## src/rtl/cop_front_pkg.sv

```systemverilog
package cop_front_pkg;

    typedef enum logic [2:0] {
        CMD_SP_STD = 3'd0,
        CMD_SP_CUS = 3'd1,
        CMD_PA_STD = 3'd2,
        CMD_PA_CUS = 3'd3,
        CMD_KEYX   = 3'd4,
        CMD_ENC    = 3'd5,
        CMD_DEC    = 3'd6,
        CMD_RSV    = 3'd7
    } cmd_e;

    typedef enum logic [2:0] {
        ST_IDLE,
        ST_LOAD,
        ST_RUN,
        ST_EMIT,
        ST_FIN
    } fsm_e;

    localparam int unsigned N_CMD = 7;

    function automatic cmd_e to_cmd(input logic md, input logic [1:0] op);
        return cmd_e'({md, op});
    endfunction

    // Input word count per command; fw = words per field element, bw = words per block
    function automatic int unsigned in_words(input cmd_e c, input int unsigned fw,
                                             input int unsigned bw);
        case (c)
            CMD_SP_STD: return 2 * fw;
            CMD_SP_CUS: return 3 * fw;
            CMD_PA_STD: return 4 * fw;
            CMD_PA_CUS: return 5 * fw;
            default:    return bw;
        endcase
    endfunction

    function automatic int unsigned out_words(input cmd_e c, input int unsigned fw,
                                              input int unsigned bw);
        case (c)
            CMD_KEYX:        return 0;
            CMD_ENC, CMD_DEC: return bw;
            default:         return 2 * fw;
        endcase
    endfunction

endpackage

```

## src/rtl/cop_cmd_decode.sv

```systemverilog
module cop_cmd_decode
    import cop_front_pkg::*;
(
    input  logic             mode,
    input  logic [1:0]       oper,
    output cmd_e             cmd,
    output logic             reserved,
    output logic [N_CMD-1:0] onehot
);
    assign cmd      = to_cmd(mode, oper);
    assign reserved = (cmd == CMD_RSV);

    for (genvar g = 0; g < N_CMD; g++) begin : g_bit
        assign onehot[g] = ({mode, oper} == 3'(g));
    end
endmodule

```

## src/rtl/cop_engine_stub.sv

```systemverilog
module cop_engine_stub
    import cop_front_pkg::*;
#(
    parameter int unsigned BUSY_CYC = 8
) (
    input  logic             clk,
    input  logic             rst,
    input  logic             go,
    input  logic [N_CMD-1:0] cmd,
    output logic             finish
);
    localparam int unsigned BW = $clog2(BUSY_CYC + 1);

    logic          active;
    logic [BW-1:0] cnt;

    always_ff @(posedge clk) begin
        if (rst) begin
            active <= 1'b0;
            cnt    <= '0;
        end else if (go && |cmd) begin
            active <= 1'b1;
            cnt    <= BW'(BUSY_CYC - 1);
        end else if (finish) begin
            active <= 1'b0;
        end else if (active) begin
            cnt <= cnt - 1'b1;
        end
    end

    assign finish = active && (cnt == '0);

    AST_STUB_NO_REGO: assert property (@(posedge clk) disable iff (rst)
        go |-> !active);
endmodule

```

## src/rtl/cop_host_front.sv

```systemverilog
module cop_host_front
    import cop_front_pkg::*;
#(
    parameter int unsigned WORD_W      = 32,
    parameter int unsigned FIELD_WORDS = 6,
    parameter int unsigned BLOCK_WORDS = 4,
    parameter int unsigned BUSY_CYC    = 8
) (
    input  logic              clk,
    input  logic              rst,
    input  logic              start,
    input  logic              mode,
    input  logic [1:0]        oper,
    input  logic [WORD_W-1:0] in_word,
    input  logic              host_ack,
    output logic              word_ready,
    output logic              op_done,
    output logic [WORD_W-1:0] out_word,
    output logic [N_CMD-1:0]  eng_cmd,
    output logic              err_flag
);
    localparam int unsigned MAX_WORDS = 5 * FIELD_WORDS;
    localparam int unsigned CNT_W     = $clog2(MAX_WORDS + 1);

    fsm_e              state;
    cmd_e              cmd_q;
    cmd_e              dec_cmd;
    logic              dec_rsv;
    logic [N_CMD-1:0]  dec_oh;
    logic [N_CMD-1:0]  oh_q;
    logic [CNT_W-1:0]  cnt;
    logic [CNT_W-1:0]  need_in;
    logic [CNT_W-1:0]  need_out;
    logic [WORD_W-1:0] acc;
    logic              err_q;
    logic              last_in;
    logic              go;
    logic              eng_finish;

    cop_cmd_decode u_dec (
        .mode     (mode),
        .oper     (oper),
        .cmd      (dec_cmd),
        .reserved (dec_rsv),
        .onehot   (dec_oh)
    );

    cop_engine_stub #(.BUSY_CYC(BUSY_CYC)) u_eng (
        .clk    (clk),
        .rst    (rst),
        .go     (go),
        .cmd    (oh_q),
        .finish (eng_finish)
    );

    assign need_in  = CNT_W'(in_words(cmd_q, FIELD_WORDS, BLOCK_WORDS));
    assign need_out = CNT_W'(out_words(cmd_q, FIELD_WORDS, BLOCK_WORDS));
    assign last_in  = (cnt == need_in - 1'b1);
    assign go       = (state == ST_LOAD) && host_ack && last_in;

    always_ff @(posedge clk) begin
        if (rst) begin
            state <= ST_IDLE;
            cmd_q <= CMD_SP_STD;
            oh_q  <= '0;
            cnt   <= '0;
            acc   <= '0;
            err_q <= 1'b0;
        end else begin
            case (state)
                ST_IDLE: begin
                    if (start) begin
                        if (dec_rsv) begin
                            err_q <= 1'b1;
                        end else begin
                            err_q <= 1'b0;
                            cmd_q <= dec_cmd;
                            oh_q  <= dec_oh;
                            acc   <= '0;
                            cnt   <= '0;
                            state <= ST_LOAD;
                        end
                    end
                end
                ST_LOAD: begin
                    if (host_ack) begin
                        acc <= acc ^ in_word;
                        if (last_in) begin
                            cnt   <= '0;
                            state <= ST_RUN;
                        end else begin
                            cnt <= cnt + 1'b1;
                        end
                    end
                end
                ST_RUN: begin
                    if (eng_finish) begin
                        state <= (need_out == '0) ? ST_FIN : ST_EMIT;
                    end
                end
                ST_EMIT: begin
                    if (host_ack) begin
                        if (cnt == need_out - 1'b1) begin
                            cnt   <= '0;
                            oh_q  <= '0;
                            state <= ST_IDLE;
                        end else begin
                            cnt <= cnt + 1'b1;
                        end
                    end
                end
                ST_FIN: begin
                    oh_q  <= '0;
                    state <= ST_IDLE;
                end
                default: state <= ST_IDLE;
            endcase
        end
    end

    assign word_ready = (state == ST_LOAD) || (state == ST_FIN);
    assign op_done    = (state == ST_EMIT) || (state == ST_FIN);
    assign out_word   = (state == ST_EMIT)
                      ? (acc ^ WORD_W'(cnt) ^ (WORD_W'(cmd_q) << 16)) : '0;
    assign eng_cmd    = oh_q;
    assign err_flag   = err_q;

    AST_CMD_ONEHOT: assert property (@(posedge clk) disable iff (rst)
        $onehot0(eng_cmd));
    AST_IDLE_QUIET: assert property (@(posedge clk) disable iff (rst)
        (state == ST_IDLE) |-> (!word_ready && !op_done && eng_cmd == '0));
    AST_RSV_REJECT: assert property (@(posedge clk) disable iff (rst)
        (state == ST_IDLE && start && mode && oper == 2'b11)
        |=> (state == ST_IDLE && err_flag && eng_cmd == '0));
    AST_CMD_HOLD: assert property (@(posedge clk) disable iff (rst)
        (state != ST_IDLE && $past(state) != ST_IDLE) |-> $stable(eng_cmd));
    AST_IN_BOUND: assert property (@(posedge clk) disable iff (rst)
        (state == ST_LOAD) |-> (cnt < need_in));
    AST_FIN_ONE: assert property (@(posedge clk) disable iff (rst)
        (state == ST_FIN) |=> (state == ST_IDLE));
endmodule

```

## config.mk

```make
export PLATFORM = sky130hd
export DESIGN_NAME = cop_host_front
export DESIGN_NICKNAME = d
export VERILOG_FILES = /design/src/rtl/cop_front_pkg.sv /design/src/rtl/cop_cmd_decode.sv /design/src/rtl/cop_engine_stub.sv /design/src/rtl/cop_host_front.sv
export SDC_FILE = /design/constraint.sdc
export NUM_CORES = 1
export LEC_CHECK = 0
export BUFFER_PORTS_ARGS = -buffer_cell sky130_fd_sc_hd__buf_2
export CELL_PAD_IN_SITES_DETAIL_PLACEMENT = 0
export CELL_PAD_IN_SITES_GLOBAL_PLACEMENT = 1
export CORE_MARGIN = 3
export CORE_UTILIZATION = 41
export DETAILED_ROUTE_END_ITERATION = 8
export PLACE_DENSITY = 0.91
export SETUP_SLACK_MARGIN = 0.1
export SLEW_MARGIN = 20
export SYNTH_ARGS = -nofsm -noshare
export SYNTH_HDL_FRONTEND = slang
export SYNTH_SLANG_ARGS = --single-unit
```

## constraint.sdc

```tcl
create_clock -name clk -period 3.27 [get_ports clk]
set_clock_uncertainty 0.2 [all_clocks]
set_input_delay 0.654 -clock clk [delete_from_list [all_inputs] [get_ports clk]]
set_output_delay 0.654 -clock clk [all_outputs]
set_load 0.01 [all_outputs]
```

==> impl_metrics.tcl <==
set metrics [dict create \
    grt_busiest_layer "met2" \
    portBuffers 80 \
    dp_cells 521 \
    dieArea_sq_um 8210 \
    synth_top_area_cell "dfxtp_1" \
    ys_warn_count 0 \
    clkPwrFrac_pct 19.8 \
    hold_viol_final 0 \
    finalMaxSlewViolations 0 \
    die_h_um 90.6 \
    drive_gt1_share_pct 22.2 \
    synth_area_leaders "dfxtp_1, xor2_1, nor2_1, nand2_1, and2_1" \
    cp_slowest_cell "dfxtp_1" \
    grt_use_met1_pct 19.8 \
    fp.dieW_um 90.6 \
    grt_pass1_vias 2448 \
    synth.top_cells.by_count "nor2_1, dfxtp_1, nand2_1, xor2_1, and2_1" \
    place.gp.congestion 0.812 \
    clock_path_buffers 2 \
    cts_tree "yes" \
    hold_path_depth 2 \
    crit_chain "nor2b_1 > nand2_1 > nor2_1 > buf_2" \
    hp-start "err_flag" \
    critPathMaxStageDelay_ps 620 \
    r2r_start "state[0]" \
    clk_pin_slew_worst_paths_ps 100 \
    ctsHoldBuffers 0 \
    start_kind "flop" \
    vias_per_cell 4.82 \
    holdPathEnd "err_flag" \
    max_cap_violations 0 \
    cts_made_buffers 5 \
    antenna_cells 0 \
    critPathRequiredTime_ps 2420 \
    holdCritPathClass "flop to flop" \
    stdcell_count 529 \
    swShare_pct 36.3 \
    synth_edf_count 0 \
    worstSetupPathType "flop to primary output" \
    maxSlewHeadroom_pct 69.2 \
    synthesis.area_sq_um 2940 \
    use_met3_pct 4.75 \
    worstPathArrival_ps 1820 \
    grt-ovfl-total 0 \
    drc 0 \
    detailedRoute.firstIterationViolations 130 \
    power_w 0.00197 \
    cts.sinks 56 \
    finalCriticalPeriod_ps 2670 \
    reg2regPathDepth 7 \
    synthFlopType "dfxtp_1" \
    seq_power_share_pct 47.7 \
    p_leak_nw 1.58 \
    switchingPower_w 0.000717 \
    post_cts_buffers 0 \
    synth_cell_type_count 44 \
    finalSetupViolations 0 \
    synth.avg_cell_area_sq_um 8.09 \
    use_met2_pct 26.9 \
    nNetsFinal 474 \
    drtAntennaViolNets 0 \
    ys_seq_area_share_pct 38.2 \
    clock_latency_ps 310 \
    area_growth_pct 17.9 \
    post_cts_resized 0 \
    ff2ff_setup_slack_ps 860 \
    p_int_w 0.00126 \
    rsz0062_at_grt "false" \
    fillers 687 \
    grt_usage_pct 15.9 \
    combPwrFrac_pct 32.6 \
    htree_levels 2 \
    synth_seq_cells 56 \
    io_pins 81 \
    setup_tns_ps 0 \
    outcome "completed" \
    root_buffer "clkbuf_8" \
    start_util_pct 42.7 \
    async_flop_share_pct 0 \
    place_hpwl_um 4620 \
    num_rows 30 \
    period_share_pct 81.8 \
    worst_pin_slew_ps 461 \
    r2r-end "acc[1]" \
    wl_per_cell_um 12.1 \
    power_density_nw_per_um2 570 \
    peakVddDrop_mv 0.208 \
    synthDominantCellAreaShare_pct 38.2 \
    wirelength_um 6400 \
    dr.pass1.iters 4 \
    antenna_found_initial 0 \
    synth_nets 405 \
    worstSetupEndpointType "primary output" \
    grt_pass1_wl_um 11000 \
    cp_max_fo 15 \
    core-area_sq_um 6870 \
    syn_inst 363 \
    synth.most_common_cell "nor2_1" \
    grt_max_degree 33 \
    clock.fmax_mhz 374 \
    vias 2550 \
]
worst max-delay path by stage:
stage / slack (ps) / endpoint / depth (start not counted) / start
5_1_grt: 420 / op_done / 5 / state[2]
3_3_place_gp: 690 / acc[1] / 8 / start
4_1_cts: 590 / op_done / 5 / state[2]
3_5_place_dp: 660 / acc[1] / 8 / start
6_report: 600 / out_word[18] / 4 / state[0]
2_1_floorplan: 960 / cnt[2] / 6 / start
sequential cells by signal, indices dropped and copies added (netlist names):
name,count
acc,32
eng_cmd,7
cnt,5
u_eng.cnt,4
cmd_q,3
state,3
err_flag,1
u_eng.active,1
cell type report:
class / instances / area, sq um / share of cell area (%)
multi-input combinational: 276 / 1670 / 48.2
timing repair buffer: 83 / 423 / 12.2
clock buffer: 6 / 72.6 / 2.10
sequential: 56 / 1120 / 32.4
tap: 96 / 120 / 3.47
clock inverter: 2 / 17.5 / 0.506
inverter: 10 / 37.5 / 1.08
critical path, delay by kind of cell (launching register included):
family / cells / cell delay, ps
flip-flops: 1 / 620
AND/OR/NAND/NOR: 3 / 740
buffers and inverters: 1 / 150
per-layer routing:
| layer | up-vias | share of wire (%) |
|---|---|---|
| met1 | 1174 | 46 |
| met3 | 7 | 6.0 |
| met2 | 57 | 47 |
| li1 | 1312 | - |
| met4 | 0 | 1.2 |
| met5 | - | 0 |
kinds of logic (layout without fill, tap and decap cells):
| logic type | Yosys count | after routing | share of synthesized area, % |
|---|---|---|---|
| AO/OA/AOI/OAI | 39 | 39 | 9.72 |
| XOR/XNOR | 48 | 48 | 14.3 |
| adder cells (fa/ha/maj) | 3 | 3 | 1.28 |
| buffers and inverters | 31 | 101 | 4.94 |
| flip-flops | 56 | 56 | 38.2 |
| multiplexers | 8 | 8 | 2.73 |
| AND/OR/NAND/NOR | 178 | 178 | 28.8 |
layout by cell type, fill, tap and decap left out, drive strengths merged, types with 8 or more instances in the layout:
cell / Yosys / routed
inv: 10 / 12
and2: 25 / 25
nand2: 44 / 44
dfxtp: 56 / 56
nor3: 9 / 9
xor2: 35 / 35
nand2b: 8 / 8
xnor2: 13 / 13
buf: 14 / 83
mux2i: 8 / 8
a21oi: 17 / 17
nor2: 69 / 69
power groups by stage:
stage          logic, W  registers [W]  clock network, W
2_1_floorplan  0.000566       0.000896                 0
3_3_place_gp   0.000639       0.000947                 0
3_5_place_dp   0.000649       0.000953                 0
4_1_cts        0.000651       0.000940          0.000407
5_1_grt        0.000733       0.000961          0.000434
6_report       0.000643       0.000941          0.000390
through the flow:
stage | setup slack (ps) | hold slack, ps | utilization, % | cell area (sq um)
6_report | 595 | 261 | 50.4 | 3460
5_1_grt | 424 | 279 | 50.4 | 3460
2_1_floorplan | 958 | 269 | - | 2940
4_1_cts | 592 | 266 | 50.4 | 3460
3_3_place_gp | 691 | 264 | 49.1 | 3370
3_5_place_dp | 665 | 243 | 49.1 | 3370
Note: power is estimated with default switching activity, not from simulation.
